[config.mk]
export PLATFORM = sky130hd
export DESIGN_NAME = phy_mode_cfg
export DESIGN_NICKNAME = d
export VERILOG_FILES = /design/src/rtl/phy_cfg_pkg.sv /design/src/rtl/mdc_divider.sv /design/src/rtl/mgmt_frame_shifter.sv /design/src/rtl/cfg_step_ctrl.sv /design/src/rtl/phy_mode_cfg.sv
export SDC_FILE = /design/constraint.sdc
export NUM_CORES = 1
export LEC_CHECK = 0
export CAP_MARGIN = 25
export CORE_MARGIN = 4
export CORE_UTILIZATION = 40
export CTS_CLUSTER_SIZE = 10
export DETAILED_ROUTE_END_ITERATION = 6
export DONT_BUFFER_PORTS = 1
export SLEW_MARGIN = 30
export SYNTH_ARGS = -nofsm -noshare
export SYNTH_HDL_FRONTEND = slang
export SYNTH_SLANG_ARGS = --single-unit
[constraint.sdc]
create_clock -name clk -period 3.6 [get_ports clk]
set_input_delay 0.72 -clock clk [delete_from_list [all_inputs] [get_ports clk]]
set_output_delay 0.72 -clock clk [all_outputs]
set_load 0.005 [all_outputs]
[src/rtl/phy_cfg_pkg.sv]
package phy_cfg_pkg;

    typedef enum logic {
        MODE_FORCED = 1'b0,
        MODE_ADV    = 1'b1
    } cfg_mode_e;

    typedef enum logic [1:0] {
        ST_IDLE = 2'd0,
        ST_LOAD = 2'd1,
        ST_WAIT = 2'd2
    } seq_state_e;

    // One management register write: register number and data word
    typedef struct packed {
        logic [4:0]  regad;
        logic [15:0] data;
    } mgmt_wr_t;

    localparam int FRAME_W    = 64;
    localparam int PREAMBLE_W = 32;
    localparam logic [1:0] SOF_PAT = 2'b01;
    localparam logic [1:0] OP_WR   = 2'b01;
    localparam logic [1:0] TA_PAT  = 2'b10;

    localparam logic [4:0] REG_CTRL = 5'd0;
    localparam logic [4:0] REG_ADV  = 5'd4;
    localparam logic [4:0] REG_GIG  = 5'd9;

    // Control register bit positions
    localparam int C_RESET   = 15;
    localparam int C_SPD_LSB = 13;
    localparam int C_AN_EN   = 12;
    localparam int C_AN_RST  = 9;
    localparam int C_DUPLEX  = 8;
    localparam int C_SPD_MSB = 6;

    // Speed code {msb,lsb}: 01 selects 100 Mb/s
    localparam logic [1:0] SPEED_100 = 2'b01;

    // Advertisement register fields
    localparam int A_100FD = 8;
    localparam int A_100HD = 7;
    localparam logic [4:0] A_SELECTOR = 5'b00001;

    // Gigabit advertisement bits to clear
    localparam int G_1000FD = 9;
    localparam int G_1000HD = 8;

    function automatic logic [15:0] ctrl_forced_word();
        logic [15:0] w;
        w = '0;
        w[C_RESET]   = 1'b1;
        w[C_SPD_MSB] = SPEED_100[1];
        w[C_SPD_LSB] = SPEED_100[0];
        w[C_AN_EN]   = 1'b0;
        w[C_DUPLEX]  = 1'b1;
        return w;
    endfunction

    function automatic logic [15:0] ctrl_restart_word();
        logic [15:0] w;
        w = '0;
        w[C_RESET]  = 1'b1;
        w[C_AN_EN]  = 1'b1;
        w[C_AN_RST] = 1'b1;
        return w;
    endfunction

    function automatic logic [15:0] adv_word();
        logic [15:0] w;
        w = '0;
        w[4:0]     = A_SELECTOR;
        w[A_100FD] = 1'b1;
        w[A_100HD] = 1'b1;
        return w;
    endfunction

    function automatic logic [15:0] gig_word();
        logic [15:0] w;
        w = '0;
        w[G_1000FD] = 1'b0;
        w[G_1000HD] = 1'b0;
        return w;
    endfunction

    // Number of writes in the sequence for a mode
    function automatic logic [1:0] seq_len(cfg_mode_e m, logic gig);
        if (m == MODE_FORCED) return 2'd1;
        return gig ? 2'd3 : 2'd2;
    endfunction

    // Write issued at a given position of the sequence
    function automatic mgmt_wr_t seq_entry(cfg_mode_e m, logic gig, logic [1:0] idx);
        mgmt_wr_t w;
        w.regad = REG_CTRL;
        w.data  = ctrl_forced_word();
        if (m == MODE_ADV) begin
            if (idx == 2'd0) begin
                w.regad = REG_ADV;
                w.data  = adv_word();
            end else if (gig && idx == 2'd1) begin
                w.regad = REG_GIG;
                w.data  = gig_word();
            end else begin
                w.regad = REG_CTRL;
                w.data  = ctrl_restart_word();
            end
        end
        return w;
    endfunction

    function automatic logic [FRAME_W-1:0] build_frame(logic [4:0] phy, mgmt_wr_t w);
        return {{PREAMBLE_W{1'b1}}, SOF_PAT, OP_WR, phy, w.regad, TA_PAT, w.data};
    endfunction

endpackage

[src/rtl/mdc_divider.sv]
module mdc_divider #(
    parameter int CLK_DIV = 40
) (
    input  logic clk,
    input  logic rst,
    input  logic en,
    output logic mdc,
    output logic fall_stb
);
    localparam int HALF = CLK_DIV / 2;
    localparam int CW   = $clog2(HALF) + 1;

    logic [CW-1:0] cnt_q;
    logic          wrap;

    assign wrap     = (cnt_q == CW'(HALF - 1));
    assign fall_stb = en && wrap && mdc;

    always_ff @(posedge clk) begin
        if (rst || !en) begin
            cnt_q <= '0;
            mdc   <= 1'b0;
        end else if (wrap) begin
            cnt_q <= '0;
            mdc   <= ~mdc;
        end else begin
            cnt_q <= cnt_q + 1'b1;
        end
    end

    // the management clock rests low whenever the divider is off
    assert_idle_low_R2: assert property (@(posedge clk) disable iff (rst)
        !en |=> !mdc)
        else $error("mdc not low while disabled");

endmodule

[src/rtl/mgmt_frame_shifter.sv]
module mgmt_frame_shifter #(
    parameter int FRAME_W = 64
) (
    input  logic               clk,
    input  logic               rst,
    input  logic               load,
    input  logic [FRAME_W-1:0] frame,
    input  logic               fall_stb,
    output logic               bit_o,
    output logic               frame_done
);
    localparam int IW = $clog2(FRAME_W);

    logic [FRAME_W-1:0] sh_q;
    logic [IW-1:0]      idx_q;
    logic               act_q;
    logic               last_bit;

    assign last_bit   = (idx_q == IW'(FRAME_W - 1));
    assign frame_done = act_q && fall_stb && last_bit;
    assign bit_o      = sh_q[FRAME_W-1];

    always_ff @(posedge clk) begin
        if (rst) begin
            sh_q  <= '0;
            idx_q <= '0;
            act_q <= 1'b0;
        end else if (load) begin
            sh_q  <= frame;
            idx_q <= '0;
            act_q <= 1'b1;
        end else if (act_q && fall_stb) begin
            if (last_bit) begin
                act_q <= 1'b0;
            end else begin
                sh_q  <= {sh_q[FRAME_W-2:0], 1'b0};
                idx_q <= idx_q + 1'b1;
            end
        end
    end

    // a new frame is never loaded over one still being shifted
    assert_no_overlap_R1: assert property (@(posedge clk) disable iff (rst)
        load |-> !act_q)
        else $error("frame load while shifting");

endmodule

[src/rtl/cfg_step_ctrl.sv]
module cfg_step_ctrl
    import phy_cfg_pkg::*;
#(
    parameter bit GIG_CAPABLE = 1'b1
) (
    input  logic               clk,
    input  logic               rst,
    input  logic               start,
    input  logic               mode_in,
    input  logic [4:0]         addr_in,
    input  logic               frame_done,
    output logic               load,
    output logic [FRAME_W-1:0] frame,
    output logic               busy,
    output logic               done,
    output logic               error
);
    seq_state_e state_q;
    cfg_mode_e  mode_q;
    logic [4:0] addr_q;
    logic [1:0] step_q;
    logic [1:0] len;
    logic       last_step;
    mgmt_wr_t   entry;

    assign len       = seq_len(mode_q, GIG_CAPABLE);
    assign last_step = (step_q == len - 2'd1);
    assign entry     = seq_entry(mode_q, GIG_CAPABLE, step_q);
    assign frame     = build_frame(addr_q, entry);
    assign load      = (state_q == ST_LOAD);
    assign busy      = (state_q != ST_IDLE);

    always_ff @(posedge clk) begin
        if (rst) begin
            state_q <= ST_IDLE;
            mode_q  <= MODE_FORCED;
            addr_q  <= '0;
            step_q  <= '0;
            done    <= 1'b0;
            error   <= 1'b0;
        end else begin
            done <= 1'b0;
            unique case (state_q)
                ST_IDLE: begin
                    if (start) begin
                        mode_q  <= cfg_mode_e'(mode_in);
                        addr_q  <= addr_in;
                        step_q  <= '0;
                        error   <= 1'b0;
                        state_q <= ST_LOAD;
                    end
                end
                ST_LOAD: state_q <= ST_WAIT;
                ST_WAIT: begin
                    if (frame_done) begin
                        if (last_step) begin
                            state_q <= ST_IDLE;
                            done    <= 1'b1;
                        end else begin
                            step_q  <= step_q + 2'd1;
                            state_q <= ST_LOAD;
                        end
                    end
                end
                default: state_q <= ST_IDLE;
            endcase
            if (state_q != ST_IDLE && start) error <= 1'b1;
        end
    end

    // done is a single-cycle pulse
    assert_done_pulse_R7: assert property (@(posedge clk) disable iff (rst)
        done |=> !done)
        else $error("done longer than one cycle");

    // busy only drops together with done
    assert_busy_end_R7: assert property (@(posedge clk) disable iff (rst)
        $fell(busy) |-> done)
        else $error("busy fell without done");

    // a start during a run is reported
    assert_refused_start_R8: assert property (@(posedge clk) disable iff (rst)
        (busy && start) |=> error)
        else $error("refused start not flagged");

    // captured mode and address hold through a refused start
    assert_capture_hold_R9: assert property (@(posedge clk) disable iff (rst)
        (busy && start) |=> ($stable(mode_q) && $stable(addr_q)))
        else $error("captured settings changed during run");

    // the step index stays inside the sequence
    assert_step_range_R5: assert property (@(posedge clk) disable iff (rst)
        busy |-> (step_q < len))
        else $error("step index beyond sequence");

endmodule

[src/rtl/phy_mode_cfg.sv]
module phy_mode_cfg
    import phy_cfg_pkg::*;
#(
    parameter int CLK_DIV     = 40,
    parameter bit GIG_CAPABLE = 1'b1
) (
    input  logic       clk,
    input  logic       rst,
    input  logic       start,
    input  logic       mode,
    input  logic [4:0] phy_addr,
    output logic       mdc,
    output logic       mdio_out,
    output logic       mdio_oe,
    output logic       busy,
    output logic       done,
    output logic       error
);
    logic               fall_stb;
    logic               frame_done;
    logic               load;
    logic [FRAME_W-1:0] frame;

    cfg_step_ctrl #(
        .GIG_CAPABLE(GIG_CAPABLE)
    ) u_ctrl (
        .clk        (clk),
        .rst        (rst),
        .start      (start),
        .mode_in    (mode),
        .addr_in    (phy_addr),
        .frame_done (frame_done),
        .load       (load),
        .frame      (frame),
        .busy       (busy),
        .done       (done),
        .error      (error)
    );

    mdc_divider #(
        .CLK_DIV(CLK_DIV)
    ) u_div (
        .clk      (clk),
        .rst      (rst),
        .en       (busy),
        .mdc      (mdc),
        .fall_stb (fall_stb)
    );

    mgmt_frame_shifter #(
        .FRAME_W(FRAME_W)
    ) u_shift (
        .clk        (clk),
        .rst        (rst),
        .load       (load),
        .frame      (frame),
        .fall_stb   (fall_stb),
        .bit_o      (mdio_out),
        .frame_done (frame_done)
    );

    assign mdio_oe = busy;

    // data holds through the high phase of the management clock
    assert_data_stable_R2: assert property (@(posedge clk) disable iff (rst)
        mdc |-> $stable(mdio_out))
        else $error("mdio changed while mdc high");

    // the line is released once the sequence ends
    assert_release_R6: assert property (@(posedge clk) disable iff (rst)
        done |-> !mdio_oe)
        else $error("mdio still driven at done");

endmodule

### Word level (Yosys, flattened, before mapping)

Index checks and enable logic that the tools add are counted.

* register bits: 90
* latch bits: 0
* bits in writable memories: 0
* bits in read-only memories: 0
* input port bits: 9
* output and inout bits: 6
* word-level logic and storage cells: 77
* memories: 0

* add/sub/neg operators: 4
* multipliers: 0
* div/mod/pow operators: 0
* magnitude comparators: 0
* eq/ne operators: 10
* shift operators: 0
* muxes and demuxes: 22
* bitwise operators: 4
* reduce and logical (&&, ||, !) cells: 25

Operator list (number)
* two-way mux 64 bit: 3
* two-way mux 21 bit: 2
* two-way mux 20 bit: 1
* adder 6 x 1 -> 6 bit, second input constant: 2
* two-way mux 2 bit: 6
* AND reduction 2 bit: 6
* nonzero test 2 bit: 6
* two-way mux 1 bit: 8
* != test 2 bit, second input constant: 4
* == test 6 x 5 -> 1 bit, second input constant: 1
* == test 6 bit, second input constant: 1
* one-hot mux 2 bit (3 select lines): 1
* logical AND 1 bit: 5
* == test 2 x 1 -> 1 bit, second input constant: 2
* logical NOT 2 bit: 2
* NOT 1 bit: 4
* one-hot mux 2 bit (2 select lines): 1
* AND reduction 4 bit: 1
* OR reduction 2 bit: 2
* OR reduction 3 bit: 1
* adder 2 x 1 -> 2 bit, second input constant: 1
* == test 2 bit: 1
* == test 2 bit, second input constant: 1
* subtractor 2 x 1 -> 2 bit, second input constant: 1
* other kinds (2): 2

### Longest topological paths before layout

* depth in word-level cells: 7
* mapped depth: 8

### Modules after synthesis

A second synthesis with hierarchy kept.

* cells, all modules: 774
* area total of the unflattened synthesis: 5859.4 sq um

By module, submodules not included
* mgmt_frame_shifter: times used 1, cells an instance 630, area an instance 4609.4 sq um, sequential area each 1421.4 sq um
* cfg_step_ctrl: times used 1, cells an instance 112, area an instance 939.7 sq um, sequential area each 240.2 sq um
* mdc_divider: times used 1, cells an instance 31, area an instance 302.8 sq um, sequential area each 140.1 sq um
* phy_mode_cfg: times used 1, cells an instance 1, area an instance 7.5 sq um, sequential area each 0.0 sq um

### Worst setup path after synthesis

No wires, ideal clock.

* path type: reg2reg
* from: register u_div.cnt_q[0]
* to: register u_shift.sh_q[18]
* library setup time: 0.137 ns
* arrival time: 1.866 ns
* data required time: 3.463 ns
* setup slack: 1.598 ns
* cell stages (with the launch flop): 9
* cells stage by stage: dfxtp_1 ha_1 nand4bb_1 or4_1 buf_2 buf_2 clkbuf_1 o21ai_0 o221ai_1

* cells in the longest elaborated chain, start to end: 6

RTL lines
* start: declaration: RTL line mdc_divider.sv:13 `logic [CW-1:0] cnt_q;`
* start signal: assignment: RTL line mdc_divider.sv:27 `cnt_q <= cnt_q + 1'b1;`
* == test 6 x 5 -> 1 bit: RTL line mdc_divider.sv:16 `assign wrap = (cnt_q == CW'(HALF - 1));`
* logical AND 1 bit (2 in a row): RTL line mdc_divider.sv:17 `assign fall_stb = en && wrap && mdc;`
* logical AND 1 bit: RTL line mgmt_frame_shifter.sv:32 `end else if (act_q && fall_stb) begin`
* nonzero test 2 bit (no line)
* AND reduction 2 bit (no line)
* end signal: assignment: RTL line mgmt_frame_shifter.sv:29 `sh_q <= frame;`
* end signal: assignment: RTL line mgmt_frame_shifter.sv:36 `sh_q <= {sh_q[FRAME_W-2:0], 1'b0};`
* end: declaration: RTL line mgmt_frame_shifter.sv:14 `logic [FRAME_W-1:0] sh_q;`

No other way between the ends.
A chain may end at the register's enable or synchronous reset.

### Final worst setup path

* from: register u_div.cnt_q[0]
* to: register u_shift.idx_q[5]

* cells in the longest elaborated chain, start to end: 5

RTL lines
* == test 6 x 5 -> 1 bit: RTL line mdc_divider.sv:16
* logical AND 1 bit (2 in a row): RTL line mdc_divider.sv:17
* logical AND 1 bit: RTL line mgmt_frame_shifter.sv:32
* AND reduction 2 bit (no line)
* end signal: assignment: RTL line mgmt_frame_shifter.sv:37 `idx_q <= idx_q + 1'b1;`
* end: declaration: RTL line mgmt_frame_shifter.sv:15 `logic [IW-1:0] idx_q;`

No other way between the ends.

==> qor.yml <==
critical_path:
  cp.required_ns: 3.87
  critPathCaptureType: "register"
  startpoint_type: "register"
  crit_fanout: 69
  worstPathArrival_ns: 2.66
  path_class: "register to register"
status:
  status: "finished clean"
clocking:
  htreeDepth: 3
  clkLatencyLatePin_ns: 0.35
  cts.clk_slew.worst_paths_ns: 0.09
  ctsHoldBuffers: 0
  cts.repair.resized: 0
  numCtsBuffers: 9
  cts-root-buf: "clkbuf_8"
  cts_tree: "yes"
  postCtsSetupBuffers: 0
  cts_num_sinks: 90
  cts_buffer_depth: 2
floorplanning:
  num_io_pins: 15
  die_area_sq_um: 11000
  die_h_um: 105
  core.rowCount: 35
  die-width_um: 105
  core-area_sq_um: 9200
  initial_core_util_pct: 41.0
final_layout:
  final_cells: 538
  layout-drive-gt1-share_pct: 6.09
  num_antenna_cells: 0
  area_growth_pct: 6.38
  final_nets: 437
  utilization_pct: 43.6
yosys:
  yosys_most_used_dff: "dfxtp_1"
  synth.area.top_cells: "dfxtp_1 48%, nand3_1 8.6%, o21ai_0 8.0%"
  ys_seq_elements: 90
  synth_mux_area_share_pct: 0.266
  netlist_instances: 453
  synth_seq_area_share_pct: 47.8
  synth_edf_count: 0
  synth_cell_type_count: 43
  yosys.area.top_type: "dfxtp_1"
  synth_fp_nets: 467
  synth_area_sq_um: 3770
  yosys.area_share.xor_xnor_pct: 1.39
  async_flop_share_pct: 0
  synth_simple_gate_area_share_pct: 20.6
  synthAdderAreaFrac_pct: 1.66
  avgSynthCellArea_sq_um: 8.32
  synth_most_common_cell: "dfxtp_1"
  synth_common_cells: "90 x dfxtp_1, 65 x nand3_1, 60 x o21ai_0, 36 x clkbuf_1, 35 x a31oi_1"
  synth_top_family_by_area: "compound AO/OA/AOI/OAI gates"
  synth_compound_area_share_pct: 22.6
  synth_top_area_share_pct: 47.8
  ys.warnings.count: 0
timing:
  setup_violations: 0
  final_max_slew_viol_count: 0
  min_period_ns: 2.40
  tightest_slew_ns: 0.815
  timing.final.crit_share_pct: 66.6
  hold_viol: 0
  fmax_mhz: 417
  fin_worst_skew_ns: 0.0120
  rsz0062_at_grt: "no"
  fin_hold_ws_ns: 0.429
  setup_tns_ns: 0
  maxSlewHeadroom_pct: 45.7
grt:
  grt_overflow_total: 0
  grt_pass1_vias: 3023
  grt_max_degree: 76
  antenna_found_initial: 0
  grt_pass1_wl_mm: 13.7
  grt_use_total_pct: 14.7
power:
  power_per_cell_area_nw_per_um2: 476
  leakagePower_nw: 1.28
  peakVddDrop_mv: 0.220
worst_hold_path:
  hp-class: "input port to register"
placed_design:
  routabilityCongestion: 0.739
  port-buffer-count: 0
  dpl.cell_count: 523
  dpl.hpwl_mm: 4.24
job:
  cap_violations: 0
route:
  ant_nets: 0
  dr.pass1.iters: 4
  vias: 3157
  avgViaCountPerCell: 5.87
  wirelength_mm: 7.87
  drt_iter0_markers: 231
  drc: 0
  wl_per_cell_um: 14.6
layout make-up:
class                           count  area (sq um)
Fill cell                         928          5190
Sequential cell                    90          1800
Multi-Input combinational cell    310          1770
Tap cell                          111           139
Clock buffer                        9           124
Clock inverter                      6          91.3
Timing Repair Buffer                7          65.1
Inverter                            5          18.8
where the power goes:
| group | internal (W) | switching (W) |
|---|---|---|
| Combinational | 0.0000389 | 0.0000589 |
| Clock | 0.000389 | 0.000352 |
| Sequential | 0.00104 | 0.0000247 |
sequential cells by signal (all words and copies together), names as in the netlist:
register        cells
u_ctrl.mode_q       1
u_shift.act_q       1
u_ctrl.error        1
u_ctrl.state_q      2
u_ctrl.step_q       2
u_div.mdc           1
u_div.cnt_q         6
u_ctrl.addr_q       5
u_shift.sh_q       64
u_ctrl.done         1
u_shift.idx_q       6
per-stage QoR:
stage | setup WS (ns) | power [W] | instance area, sq um
floorplan | 1.60 | 0.00118 | 3770
global placement | 1.27 | 0.00119 | 3790
detailed placement | 1.21 | 0.00119 | 3790
CTS | 1.19 | 0.00193 | 4010
global route | 1.06 | 0.00199 | 4010
finish | 1.20 | 0.00191 | 4010
cells by family after synthesis:
family,count (synthesis)
buf+inv,53
simple gates,152
xor+xnor,6
fa+ha+maj,5
compound gates,146
flops,90
mux,1
worst max-delay path, cell delays in order, from the launching register on:
cell and delay (ns):
dfxtp_1 0.38, ha_1 0.22, nand4bb_1 0.21, or4_1 0.51, buf_4 0.30, or4_1 0.54, a21oi_1 0.14
worst paths after layout:
check                                 startpoint                to  slack (ns)  cells after the start
worst min register to register  u_ctrl.addr_q[1]  u_ctrl.addr_q[1]        0.45                      2
worst max register to register    u_div.cnt_q[0]  u_shift.idx_q[5]        1.20                      6
worst min-delay path                         rst     u_ctrl.mode_q        0.43                      1
worst max-delay path              u_div.cnt_q[0]  u_shift.idx_q[5]        1.20                      6
layer usage:
layer | track usage, % | part of all wire (%) | vias to the layer above | wire, um
li1 | - | - | 1596 | -
met1 | 17.8 | 48 | 1506 | 3810
met2 | 25.4 | 47 | 47 | 3710
met3 | 4.20 | 3.4 | 8 | 265
met4 | 3.84 | 1.2 | 0 | 91
met5 | 0 | 0 | - | 0
layout by cell type (no fill, tap or decap), types with 4 or more instances in the layout:
master and count:
nor3b_1 5, o21ai_0 60, a31oi_1 35, a2111oi_0 5, dfxtp_1 90, inv_1 5, nor3_1 5, or4_1 5
nand2_1 23, ha_1 5, buf_4 6, a21oi_1 28, nand3_1 65, clkbuf_8 9, nor2_1 22, nand2b_1 4
and3_1 4
(Power assumes the default switching activity.)
